File: src/rtl/hall_evt_pkg.sv
package hall_evt_pkg;

    localparam int NFLAG = 7;

    // Bit positions of the flag vector (MSB first in the struct below)
    localparam int FB_STALL = 6;
    localparam int FB_PHASE = 5;
    localparam int FB_EARLY = 4;
    localparam int FB_DELAY = 3;
    localparam int FB_U     = 2;
    localparam int FB_V     = 1;
    localparam int FB_W     = 0;

    typedef struct packed {
        logic stall;
        logic phase;
        logic early;
        logic delay;
        logic u;
        logic v;
        logic w;
    } hall_flags_t;

    typedef logic [2:0] hall_code_t;   // {u, v, w}

    typedef enum logic [1:0] {
        STEP_FWD  = 2'd0,
        STEP_REV  = 2'd1,
        STEP_HOLD = 2'd2
    } step_verdict_t;

    localparam logic [2:0] STEP_BAD = 3'd7;

    // Position of a code in the forward six-step sequence, STEP_BAD if invalid
    function automatic logic [2:0] step_pos(input hall_code_t c);
        logic [2:0] p;
        case (c)
            3'b001:  p = 3'd0;
            3'b011:  p = 3'd1;
            3'b010:  p = 3'd2;
            3'b110:  p = 3'd3;
            3'b100:  p = 3'd4;
            3'b101:  p = 3'd5;
            default: p = STEP_BAD;
        endcase
        return p;
    endfunction

    function automatic logic [2:0] step_succ(input logic [2:0] p);
        return (p == 3'd5) ? 3'd0 : p + 3'd1;
    endfunction

    function automatic step_verdict_t judge_step(input hall_code_t from_c,
                                                 input hall_code_t to_c);
        logic [2:0]    pa;
        logic [2:0]    pb;
        step_verdict_t v;
        pa = step_pos(from_c);
        pb = step_pos(to_c);
        v  = STEP_HOLD;
        if (pa != STEP_BAD && pb != STEP_BAD) begin
            if (step_succ(pa) == pb)      v = STEP_FWD;
            else if (step_succ(pb) == pa) v = STEP_REV;
        end
        return v;
    endfunction

endpackage

File: src/rtl/hall_state_tracker.sv
module hall_state_tracker
    import hall_evt_pkg::*;
(
    input  logic       clk,
    input  logic       rst,
    input  hall_code_t code_in,
    output logic [2:0] toggled,
    output logic       any_toggle,
    output logic       dir_reverse
);

    hall_code_t prev_q;
    logic       primed_q;
    logic       dir_q;

    always_comb begin
        toggled    = primed_q ? (code_in ^ prev_q) : 3'b000;
        any_toggle = |toggled;
    end

    always_ff @(posedge clk) begin
        if (rst) begin
            prev_q   <= 3'b000;
            primed_q <= 1'b0;
            dir_q    <= 1'b0;
        end else begin
            prev_q   <= code_in;
            primed_q <= 1'b1;
            if (any_toggle) begin
                case (judge_step(prev_q, code_in))
                    STEP_FWD: dir_q <= 1'b0;
                    STEP_REV: dir_q <= 1'b1;
                    default:  dir_q <= dir_q;
                endcase
            end
        end
    end

    assign dir_reverse = dir_q;

endmodule

File: src/rtl/hall_phase_predictor.sv
module hall_phase_predictor #(
    parameter int PRE_W = 24,
    parameter int DLY_W = 24
) (
    input  logic             clk,
    input  logic             rst,
    input  logic             toggle,
    input  logic             dly_after_pre,
    input  logic [PRE_W-1:0] pre_cycles,
    input  logic [DLY_W-1:0] dly_cycles,
    output logic             early_hit,
    output logic             delay_hit
);

    localparam int IVL_W = PRE_W;
    localparam logic [IVL_W:0]   LEN_ONE = 1;
    localparam logic [DLY_W-1:0] DLY_ONE = 1;

    // Interval measurement and early-flag prediction
    logic [IVL_W-1:0] ivl_q;
    logic [IVL_W:0]   ivl_len;
    logic [IVL_W:0]   target_q;
    logic             armed_q;
    logic             seen_edge_q;
    logic [IVL_W:0]   lead;

    assign ivl_len   = {1'b0, ivl_q} + LEN_ONE;
    assign lead      = {1'b0, pre_cycles};
    assign early_hit = armed_q && !toggle && (ivl_len == target_q);

    always_ff @(posedge clk) begin
        if (rst) begin
            ivl_q       <= '0;
            target_q    <= '0;
            armed_q     <= 1'b0;
            seen_edge_q <= 1'b0;
        end else if (toggle) begin
            ivl_q       <= '0;
            seen_edge_q <= 1'b1;
            if (seen_edge_q && (ivl_len > lead)) begin
                target_q <= ivl_len - lead;
                armed_q  <= 1'b1;
            end else begin
                armed_q  <= 1'b0;
            end
        end else begin
            if (!(&ivl_q)) ivl_q <= ivl_q + 1'b1;
            if (early_hit) armed_q <= 1'b0;
        end
    end

    // Delay countdown started by a change or by the early flag
    logic             dly_start;
    logic [DLY_W-1:0] rem_q;
    logic             run_q;

    assign dly_start = dly_after_pre ? early_hit : toggle;
    assign delay_hit = dly_start ? (dly_cycles == '0)
                                 : (run_q && (rem_q == DLY_ONE));

    always_ff @(posedge clk) begin
        if (rst) begin
            rem_q <= '0;
            run_q <= 1'b0;
        end else if (dly_start) begin
            rem_q <= dly_cycles;
            run_q <= (dly_cycles != '0);
        end else if (run_q) begin
            rem_q <= rem_q - DLY_ONE;
            if (rem_q == DLY_ONE) run_q <= 1'b0;
        end
    end

endmodule

File: src/rtl/hall_stall_watchdog.sv
module hall_stall_watchdog #(
    parameter int WDG_W = 31
) (
    input  logic             clk,
    input  logic             rst,
    input  logic             toggle,
    input  logic             enable,
    input  logic [WDG_W-1:0] limit,
    output logic             stall_hit
);

    localparam logic [WDG_W:0] CNT_ONE = 1;

    logic [WDG_W-1:0] cnt_q;
    logic             done_q;
    logic [WDG_W:0]   cnt_nxt;

    assign cnt_nxt   = {1'b0, cnt_q} + CNT_ONE;
    assign stall_hit = enable && !toggle && !done_q && (cnt_nxt == {1'b0, limit});

    always_ff @(posedge clk) begin
        if (rst || toggle || !enable) begin
            cnt_q  <= '0;
            done_q <= 1'b0;
        end else if (!done_q) begin
            cnt_q <= cnt_nxt[WDG_W-1:0];
            if (stall_hit) done_q <= 1'b1;
        end
    end

endmodule

File: src/rtl/hall_flag_bank.sv
module hall_flag_bank
    import hall_evt_pkg::*;
(
    input  logic             clk,
    input  logic             rst,
    input  hall_flags_t      set_evt,
    input  logic [NFLAG-1:0] clr,
    input  logic [NFLAG-1:0] trig_en,
    input  logic [NFLAG-1:0] irq_en,
    input  logic [NFLAG-1:0] dma_en,
    output logic [NFLAG-1:0] flags,
    output logic             trig,
    output logic             irq,
    output logic             dma
);

    logic [NFLAG-1:0] set_v;
    logic             trig_q;

    assign set_v = set_evt;

    for (genvar b = 0; b < NFLAG; b++) begin : g_flag
        logic bit_q;
        always_ff @(posedge clk) begin
            if (rst)           bit_q <= 1'b0;
            else if (set_v[b]) bit_q <= 1'b1;
            else if (clr[b])   bit_q <= 1'b0;
        end
        assign flags[b] = bit_q;
    end

    always_ff @(posedge clk) begin
        if (rst) trig_q <= 1'b0;
        else     trig_q <= |(set_v & trig_en);
    end

    assign trig = trig_q;
    assign irq  = |(flags & irq_en);
    assign dma  = |(flags & dma_en);

endmodule

File: src/rtl/hall_phase_events.sv
module hall_phase_events
    import hall_evt_pkg::*;
#(
    parameter int PRE_W = 24,
    parameter int DLY_W = 24,
    parameter int WDG_W = 31
) (
    input  logic             clk,
    input  logic             rst,
    input  logic             hall_u,
    input  logic             hall_v,
    input  logic             hall_w,
    input  logic             dly_after_pre,
    input  logic [DLY_W-1:0] dly_cycles,
    input  logic [PRE_W-1:0] pre_cycles,
    input  logic             stall_en,
    input  logic [WDG_W-1:0] stall_limit,
    input  logic [6:0]       trig_mask,
    input  logic [6:0]       irq_mask,
    input  logic [6:0]       dma_mask,
    input  logic [6:0]       flag_clear,
    output logic [6:0]       flags,
    output logic             dir_reverse,
    output logic             trig_out,
    output logic             irq_out,
    output logic             dma_req
);

    hall_code_t  code;
    logic [2:0]  toggled;
    logic        any_toggle;
    logic        early_hit;
    logic        delay_hit;
    logic        stall_hit;
    hall_flags_t set_evt;

    assign code = {hall_u, hall_v, hall_w};

    hall_state_tracker u_track (
        .clk        (clk),
        .rst        (rst),
        .code_in    (code),
        .toggled    (toggled),
        .any_toggle (any_toggle),
        .dir_reverse(dir_reverse)
    );

    hall_phase_predictor #(
        .PRE_W(PRE_W),
        .DLY_W(DLY_W)
    ) u_pred (
        .clk          (clk),
        .rst          (rst),
        .toggle       (any_toggle),
        .dly_after_pre(dly_after_pre),
        .pre_cycles   (pre_cycles),
        .dly_cycles   (dly_cycles),
        .early_hit    (early_hit),
        .delay_hit    (delay_hit)
    );

    hall_stall_watchdog #(
        .WDG_W(WDG_W)
    ) u_wdog (
        .clk      (clk),
        .rst      (rst),
        .toggle   (any_toggle),
        .enable   (stall_en),
        .limit    (stall_limit),
        .stall_hit(stall_hit)
    );

    always_comb begin
        set_evt.stall = stall_hit;
        set_evt.phase = any_toggle;
        set_evt.early = early_hit;
        set_evt.delay = delay_hit;
        set_evt.u     = toggled[2];
        set_evt.v     = toggled[1];
        set_evt.w     = toggled[0];
    end

    hall_flag_bank u_flags (
        .clk    (clk),
        .rst    (rst),
        .set_evt(set_evt),
        .clr    (flag_clear),
        .trig_en(trig_mask),
        .irq_en (irq_mask),
        .dma_en (dma_mask),
        .flags  (flags),
        .trig   (trig_out),
        .irq    (irq_out),
        .dma    (dma_req)
    );

endmodule

File: config.mk
export PLATFORM = sky130hd
export DESIGN_NAME = hall_phase_events
export DESIGN_NICKNAME = d
export VERILOG_FILES = /design/src/rtl/hall_evt_pkg.sv /design/src/rtl/hall_state_tracker.sv /design/src/rtl/hall_phase_predictor.sv /design/src/rtl/hall_stall_watchdog.sv /design/src/rtl/hall_flag_bank.sv /design/src/rtl/hall_phase_events.sv
export SDC_FILE = /design/constraint.sdc
export NUM_CORES = 1
export LEC_CHECK = 0
export ABC_AREA = 1
export BUFFER_PORTS_ARGS = -buffer_cell sky130_fd_sc_hd__buf_4
export CORE_MARGIN = 2
export CORE_UTILIZATION = 60
export CTS_CLUSTER_DIAMETER = 30
export CTS_CLUSTER_SIZE = 28
export DETAILED_ROUTE_END_ITERATION = 10
export PLACE_DENSITY = 0.83
export SLEW_MARGIN = 20
export SYNTH_ARGS = -nofsm -noshare
export SYNTH_HDL_FRONTEND = slang
export SYNTH_SLANG_ARGS = --single-unit
File: constraint.sdc
create_clock -name clk -period 7.3 [get_ports clk]
set_input_delay 1.825 -clock clk [delete_from_list [all_inputs] [get_ports clk]]
set_output_delay 1.825 -clock clk [all_outputs]
set_load 0.005 [all_outputs]
==> results by group, run 1 <==
Placement
  – GPL Wtd Cong: 0.9326
  – Post-DP HPWL: 19.36 mm
  – DP Cell Count: 1838
  – Dpl ws: roughly 2.6 ns
  – Buffers on Ports: 124
  – Placed Area: a little over 10000 µm²

Clocking
  – Post-CTS Setup Bufs: 0
  – Clk root buf: clkbuf_16
  – H-Tree Depth: 4
  – Clk sinks: 121
  – CTS Buffer Depth: 2
  – TritonCTS clock tree: built
  – Clk_lat worst skew: ~0.42 ns
  – CTS clk-pin slew, worst paths: about 0.060 ns
  – CTS buffer count: 17
  – Hold buffer count at cts: 0
  – Post-CTS Resized: 0

Run status
  – Outcome: finished, final reports clean

Final layout
  – Synthesis-to-finish area growth: 15.89%
  – Final nets: 1791
  – Finished Layout Cells: 1864
  – Ant. Diodes: 0
  – Fraction of layout cells with a size suffix above 1: 11.49%
  – Fillers: 1377
  – Fin area: 10890 µm²
  – Area of the multi-input gates: 5949 µm²
  – Seq. cell area: 2422 µm²

Floorplanning
  – Top Ports: 125
  – Die height: 129.2 µm
  – Initial Util: 61.61%
  – Die W: 129.2 µm
  – Core region area: 15260 µm²
  – Die Area: 16680 µm²
  – Rows: 45

Timing
  – Slew headroom: between 30% and 40%
  – Setup TNS Final: 0 ns
  – RSZ-0062 raised after global routing: false
  – Clk_skew: 0.008889 ns
  – F_max: roughly 0.21 GHz
  – Final Hold Fails: 0
  – Crit share post-route: 64.37%
  – Slack of the critical path: approximately 2.6 ns
  – Slew Limit Fails: 0
  – Final worst path period need: 4.699 ns
  – Slew @ Worst Pin: 0.9177 ns
  – Final setup violation count: 0

Global routing
  – Largest net degree at the start of global routing: 62
  – Initial antenna violation count: 0
  – First-pass GRT wire length: between 40 and 50 mm
  – Total track usage: 31.00%
  – Vias in the first global route: 9240
  – Grt ovf: 0

Power and ir drop
  – Clk pwr share: a little over two fifths
  – Combinational share of power: 16.2%
  – Sequential share of power: 39.9%
  – Tot Pwr: 1754 µW
  – Sw Share: between 20% and 30%
  – Net Switching: 473.6 µW
  – LEAKAGE: 0.005104 µW
  – P per Cell Area: roughly 160 nW/µm²
  – Worst vdd ir: 0.2099 mV
  – Cell Int Power: 1280 µW

Worst setup path
  – CP Class: flip-flop to flip-flop
  – Crit-path slowest cell: dfxtp_1
  – R2r setup slk: roughly 2.6 ns
  – Largest stage delay on the critical path: 0.67 ns
  – Critical path fanouts, max: 25
  – CP Capture Type: flip-flop
  – Worst r2r path cells: 20
  – Critical path, cell by cell: ha_1 > nand2_1 > nor2_4 > nand2_2 > nor2_4 > nand2_2 > o21ai_1 > nand2_1 > ha_1 > nand2_1 > nor4_1 > nand3_1 > nand3_1 > nand3_1 > nand2_1 > a21oi_1 > o21ai_2 > nand2_1 > o21ai_0 > nor2_1
  – Worst path required time: around 7.6 ns
  – Arr. time, crit path: approximately 5.0 ns
  – Crit path launch type: flip-flop
  – CP most frequent cell: nand2_1
  – R2r endpoint: u_pred.target_q[22]
  – Worst R2R Start: u_pred.ivl_q[0]

Min path
  – HP Start: u_pred.target_q[17]
  – Hold depth: 2
  – Worst Hold Endpoint: u_pred.target_q[17]
  – Worst hold path class: flip-flop to flip-flop

Run
  – Max Cap Violations: 0

Logic synthesis
  – Ys async rst share: 0%
  – Synth Warn #: 0
  – Main flop type after synthesis: dfxtp_1
  – Yosys reg bits: 121
  – Post-synth EDFFs: 0
  – Avg Synthesized Cell Area: 6.084 µm²
  – Syn Inst Count: 1545
  – Mapped cell area: around 9400 µm²
  – Yosys cell types: 50
  – Register area share after synthesis: roughly 26%
  – Synth Net Count: 1690

Detailed routing
  – # DRC: 0
  – First-pass DRT Iterations: 5
  – Detailed-route via count: 10120
  – Routed vias/inst: approximately 5.4
  – First DRT Iteration DRCs: 806
  – DRT Wirelength: 25.73 mm
  – Avg WL per Cell: around 14 µm
  – DRT antenna net count: 0
state kept, by name, indices dropped and copies added (netlist names):
| name | cells |
|---|---|
| u_track.primed_q | 1 |
| u_pred.ivl_q | 24 |
| u_pred.rem_q | 24 |
| u_pred.seen_edge_q | 1 |
| u_track.dir_reverse | 1 |
| u_flags.trig | 1 |
| u_pred.armed_q | 1 |
| u_flags.g_flag.bit_q | 7 |
| u_wdog.cnt_q | 31 |
| u_pred.target_q | 25 |
| u_track.prev_q | 3 |
| u_pred.run_q | 1 |
| u_wdog.done_q | 1 |
area by class of cell:
type / count / area share (%)
Clock buffer: 21 / 4.318
Inverter: 211 / 7.270
Multi-Input combinational cell: 1169 / 54.61
Clock inverter: 5 / 0.4594
Timing Repair Buffer: 126 / 8.683
Sequential cell: 121 / 22.23
Tap cell: 211 / 2.423
metal layers:
metal,wire length [µm],global-route usage (%)
met1,11230,40.34
met2,12220,52.69
met4,702,10.04
met3,1583,4.955
met5,0,0
power groups by stage:
stage / clock [µW] / combinational [µW] / sequential, µW
4_1_cts: 774 / 283 / 699
3_5_place_dp: 0 / 280 / 713
3_3_place_gp: 0 / 275 / 713
2_1_floorplan: 0 / 193 / 705
5_1_grt: 807 / 317 / 702
6_report: 769 / 285 / 700
through the flow:
stage,util (%),hold WS [ns]
2_1_floorplan,-,0.4401
3_3_place_gp,67.99,0.4515
3_5_place_dp,67.99,0.4593
4_1_cts,71.40,0.4660
5_1_grt,71.40,0.4902
6_report,71.40,0.4656
how the worst max path moves through the flow:
stage / endpoint / cells after the start / slack, ns / start
after detailed placement: u_pred.target_q[2] / 16 / 2.63 / pre_cycles[2]
final: u_pred.target_q[22] / 20 / 2.60 / u_pred.ivl_q[0]
after floorplan: dma_req / 3 / 3.13 / dma_mask[4]
after CTS: u_pred.target_q[22] / 20 / 2.68 / u_pred.ivl_q[0]
after global placement: u_pred.target_q[18] / 16 / 2.68 / pre_cycles[2]
after global routing: u_pred.target_q[18] / 20 / 2.18 / u_pred.ivl_q[0]
Yosys cell counts (3+ instances only):
cell      count  area share, %
nor4_1       10           0.67
nand3b_1     21            1.7
o21ai_0      56            3.0
nand2_2       9           0.60
o21ai_1       9           0.48
a21oi_2       6           0.56
xnor2_1      21            2.0
inv_2         4           0.16
clkinv_1      3           0.12
nor2_2        3           0.20
buf_4         9           0.72
a31oi_1       6           0.40
o211ai_1      3           0.24
buf_6         4           0.48
nand4_1      21            1.4
xor2_1       43            4.0
o21bai_1      6           0.48
xnor3_1       3           0.72
clkbuf_1     24           0.96
nand3_1     130            6.9
ha_1         30            4.0
a21oi_1     121            6.4
nor3_1       27            1.4
nand2_1     427             17
or2_2         4           0.27
dfxtp_1     121             26
nor2_1      181            7.2
a21o_1        6           0.48
inv_1       204            8.1
buf_2         5           0.27
nor2_4        5           0.60
logic make-up after synthesis:
kind of cell	Yosys count	synth area share, %
buffers and inverters	255	10.94
adder cells (fa/ha/maj)	31	4.206
flip-flops	121	25.77
XOR/XNOR	67	6.682
AND/OR/NAND/NOR	846	39.24
AO/OA/AOI/OAI	225	13.16
worst max-delay path, delay by kind of cell (launching register included):
family          cells  cell delay, ns
fa+ha+maj           2            0.65
simple gates       14            2.42
compound gates      4            0.84
flops               1            0.67
cells in the final DEF (no fill, tap or decap), types with 9 or more instances in the layout:
cell,synthesis,routed
inv_1,204,204
xnor2_1,21,21
buf_4,9,126
a21oi_1,121,121
clkbuf_16,0,17
nand3_1,130,130
nor3_1,27,27
xor2_1,43,43
nor2_1,181,181
o21ai_1,9,9
nor4_1,10,10
nand3b_1,21,21
ha_1,30,30
nand2_1,427,427
o21ai_0,56,56
nand4_1,21,21
nand2_2,9,9
dfxtp_1,121,121
Power figures use the tool's default switching activity.
==> run 2, diff against run 1 <==
--- a/config.mk
+++ b/config.mk
@@ -8,11 +8,11 @@
 export ABC_AREA = 1
 export BUFFER_PORTS_ARGS = -buffer_cell sky130_fd_sc_hd__buf_4
 export CORE_MARGIN = 2
-export CORE_UTILIZATION = 60
+export CORE_UTILIZATION = 59
 export CTS_CLUSTER_DIAMETER = 30
 export CTS_CLUSTER_SIZE = 28
 export DETAILED_ROUTE_END_ITERATION = 10
-export PLACE_DENSITY = 0.83
+export PLACE_DENSITY = 0.81
 export SLEW_MARGIN = 20
 export SYNTH_ARGS = -nofsm -noshare
 export SYNTH_HDL_FRONTEND = slang
==> constraint.sdc (replaced) <==
create_clock -name clk -period 4.7 [get_ports clk]
set_input_delay 1.175 -clock clk [delete_from_list [all_inputs] [get_ports clk]]
set_output_delay 1.175 -clock clk [all_outputs]
set_load 0.005 [all_outputs]
==> run 2 against run 1 <==
  * Sequential share of layout area fell by 0.20 points
  * Critical path depth unchanged
  * Combinational power is 55% higher
  * First-iteration DRC count is 6.7% lower
  * Die area grew 1.6%
  * Wire length increased by 0.19%
  * Highest routed layer unchanged
==> results by group, run 2 (same netlist as run 1, synthesis figures left out) <==
Run status
  – Outcome: finished, final reports clean (unchanged)

Worst setup path
  – Crit path launch type: flip-flop (unchanged)
  – Worst r2r path cells: 20 (unchanged)
  – Worst path required time: 5.01 ns (was 7.60 ns)
  – Critical path fanouts, max: 25 (unchanged)
  – CP Class: flip-flop to flip-flop (unchanged)
  – R2r endpoint: u_pred.target_q[18] (was u_pred.target_q[22])
  – CP Launch Point: u_pred.ivl_q[0] (unchanged)
  – CP Capture Type: flip-flop (unchanged)
  – Arr. time, crit path: 4.42 ns (was 5.00 ns)
  – Worst R2R Start: u_pred.ivl_q[0] (unchanged)
  – R2r setup slk: 0.60 ns (was 2.60 ns)

Placement
  – Post-DP HPWL: 19.30 mm (was 19.36 mm)
  – GPL Wtd Cong: 0.9337 (was 0.9326)
  – Buffers on Ports: 124 (unchanged)

Floorplanning
  – Die Area: 16960 µm² (was 16680 µm²)
  – Rows: 46 (was 45)
  – Die W: 130.2 µm (was 129.2 µm)
  – Initial Util: 59.83% (was 61.61%)
  – Core region area: 15710 µm² (was 15260 µm²)
  – Die height: 130.2 µm (was 129.2 µm)
  – Top Ports: 125 (unchanged)

Global routing
  – Largest net degree at the start of global routing: 62 (unchanged)
  – Total track usage: 30.67% (was 31.00%)
  – Initial antenna violation count: 0 (unchanged)
  – Grt ovf: 0 (unchanged)
  – First-pass GRT wire length: 41.77 mm (was 42.08 mm)
  – Vias in the first global route: 8984 (was 9240)

Final layout
  – Final nets: 1794 (was 1791)
  – Largest Register: u_wdog.cnt_q (unchanged)
  – Most common cell after layout, fill and taps aside: nand2_1 (unchanged)
  – Ant. Diodes: 0 (unchanged)
  – Synthesis-to-finish area growth: 16.93% (was 15.89%)
  – Fillers: 1444 (was 1377)
  – Biggest regs: u_wdog.cnt_q (31), u_pred.target_q (25) (unchanged)
  – Fraction of layout cells with a size suffix above 1: 11.97% (was 11.49%)
  – Max FFs per register: 31 (unchanged)
  – Most frequent cells in the layout: nand2_1, inv_1, nor2_1 (unchanged)

Min path
  – Worst Hold Endpoint: u_pred.target_q[6] (was u_pred.target_q[17])
  – Worst hold path class: flip-flop to flip-flop (unchanged)
  – HP Start: u_pred.target_q[6] (was u_pred.target_q[17])
  – Hold depth: 2 (unchanged)

Timing
  – Final setup violation count: 0 (unchanged)
  – Slew Limit Fails: 0 (unchanged)
  – Clk_skew: 0.009282 ns (was 0.008889 ns)
  – F_max: 0.2437 GHz (was 0.2128 GHz)
  – Slew headroom: 47.33% (was 38.67%)
  – Slew @ Worst Pin: 0.7852 ns (was 0.9177 ns)
  – Crit share post-route: 87.32% (was 64.37%)
  – RSZ-0062 raised after global routing: false (unchanged)
  – Final worst path period need: 4.104 ns (was 4.699 ns)
  – Setup TNS Final: 0 ns (unchanged)
  – Final Hold Fails: 0 (unchanged)

Detailed routing
  – Routed vias/inst: 5.393 (was 5.428)
  – DRT antenna net count: 0 (unchanged)
  – # DRC: 0 (unchanged)
  – DRT Wirelength: 25.78 mm (was 25.73 mm)
  – First-pass DRT Iterations: 6 (was 5)
  – Avg WL per Cell: 13.73 µm (was 13.80 µm)
  – Detailed-route via count: 10130 (was 10120)
  – First DRT Iteration DRCs: 752 (was 806)

Power and ir drop
  – Tot Pwr: 2859 µW (was 1754 µW)
  – Combinational share of power: 15.4% (was 16.2%)
  – Clk pwr share: 46.5% (was 43.8%)
  – P per Cell Area: 260.1 nW/µm² (was 161.0 nW/µm²)
  – Cell Int Power: 2072 µW (was 1280 µW)
  – LEAKAGE: 0.005136 µW (was 0.005104 µW)
  – Net Switching: 787.0 µW (was 473.6 µW)
  – Sw Share: 27.53% (was 27.01%)
  – Worst vdd ir: 0.2587 mV (was 0.2099 mV)
  – Sequential share of power: 38.0% (was 39.9%)

Run
  – Max Cap Violations: 0 (unchanged)

Clocking
  – CTS clk-pin slew, worst paths: 0.06 ns (about the same)
  – Clk_lat worst skew: 0.43 ns (was 0.42 ns)
  – H-Tree Depth: 4 (unchanged)
  – TritonCTS clock tree: built (unchanged)
  – Clk root buf: clkbuf_16 (unchanged)
  – Post-CTS Setup Bufs: 0 (unchanged)
  – Hold buffer count at cts: 0 (unchanged)
  – CTS buffer count: 17 (unchanged)
  – CTS Buffer Depth: 2 (unchanged)
  – Clk sinks: 121 (unchanged)
## run 2: how the worst max path moves through the flow
stage	endpoint
after global placement	u_pred.target_q[22]
final	u_pred.target_q[18]
after CTS	u_pred.target_q[24]
after detailed placement	u_pred.target_q[24]
after floorplan	u_pred.target_q[23]
after global routing	u_pred.target_q[22]
## run 2: power groups by stage
| stage | registers, µW | clock network, µW | logic [µW] |
|---|---|---|---|
| 2_1_floorplan | 1100 | 0 | 299 |
| 5_1_grt | 1090 | 1380 | 498 |
| 6_report | 1090 | 1330 | 442 |
| 3_5_place_dp | 1110 | 0 | 436 |
| 4_1_cts | 1090 | 1340 | 439 |
| 3_3_place_gp | 1110 | 0 | 431 |
## run 2: final cells by class
| cell class | instances | area, µm² | share of cell area, % |
|---|---|---|---|
| multi-input combinational | 1169 | 5952 | 54.15 |
| sequential | 121 | 2422 | 22.04 |
| timing repair buffer | 129 | 968.4 | 8.810 |
| inverter | 211 | 792.0 | 7.205 |
| clock buffer | 19 | 432.9 | 3.939 |
| tap | 216 | 270.3 | 2.459 |
| clock inverter | 13 | 153.9 | 1.400 |
## run 2: stage by stage
stage	util [%]	cells	hold WS, ns	area, µm²	worst slack, ns
2_1_floorplan	-	1545	0.4401	9400	1.340
6_report	69.96	1878	0.4788	10990	0.5959
3_5_place_dp	66.20	1846	0.4610	10400	0.3220
3_3_place_gp	66.20	1846	0.4498	10400	0.5608
5_1_grt	69.96	1878	0.4918	10990	0.03505
4_1_cts	69.94	1878	0.4710	10990	0.3102
## run 2: what timing repair did
action,in CTS,in global routing
endpoints found under the hold margin,0,0
endpoints found under the setup margin,0,25
gates resized for setup,0,1
## run 2: per-layer routing
| layer | global-route usage (%) | wire length, µm | part of all wire, % |
|---|---|---|---|
| met1 | 40.69 | 11450 | 44 |
| met2 | 50.82 | 12150 | 47 |
| met3 | 5.207 | 1514 | 5.9 |
| met4 | 10.18 | 666 | 2.6 |
| met5 | 0 | 0 | 0 |
## run 2: critical path, cell delays in order, from the launching register on
cell and delay, ns:
dfxtp_1 0.56, ha_1 0.26, nand2_1 0.13, nor2_4 0.20
nand2_2 0.10, nor2_4 0.15, nand2_2 0.09, o21ai_1 0.18
nand2_1 0.13, ha_1 0.37, nand2_1 0.11, nor4_1 0.37
nand3_1 0.12, nand3_1 0.13, nand3_1 0.09, nand2_1 0.11
a21oi_1 0.10, o21ai_2 0.15, nand2_2 0.32, o21ai_0 0.29
nor2_1 0.06
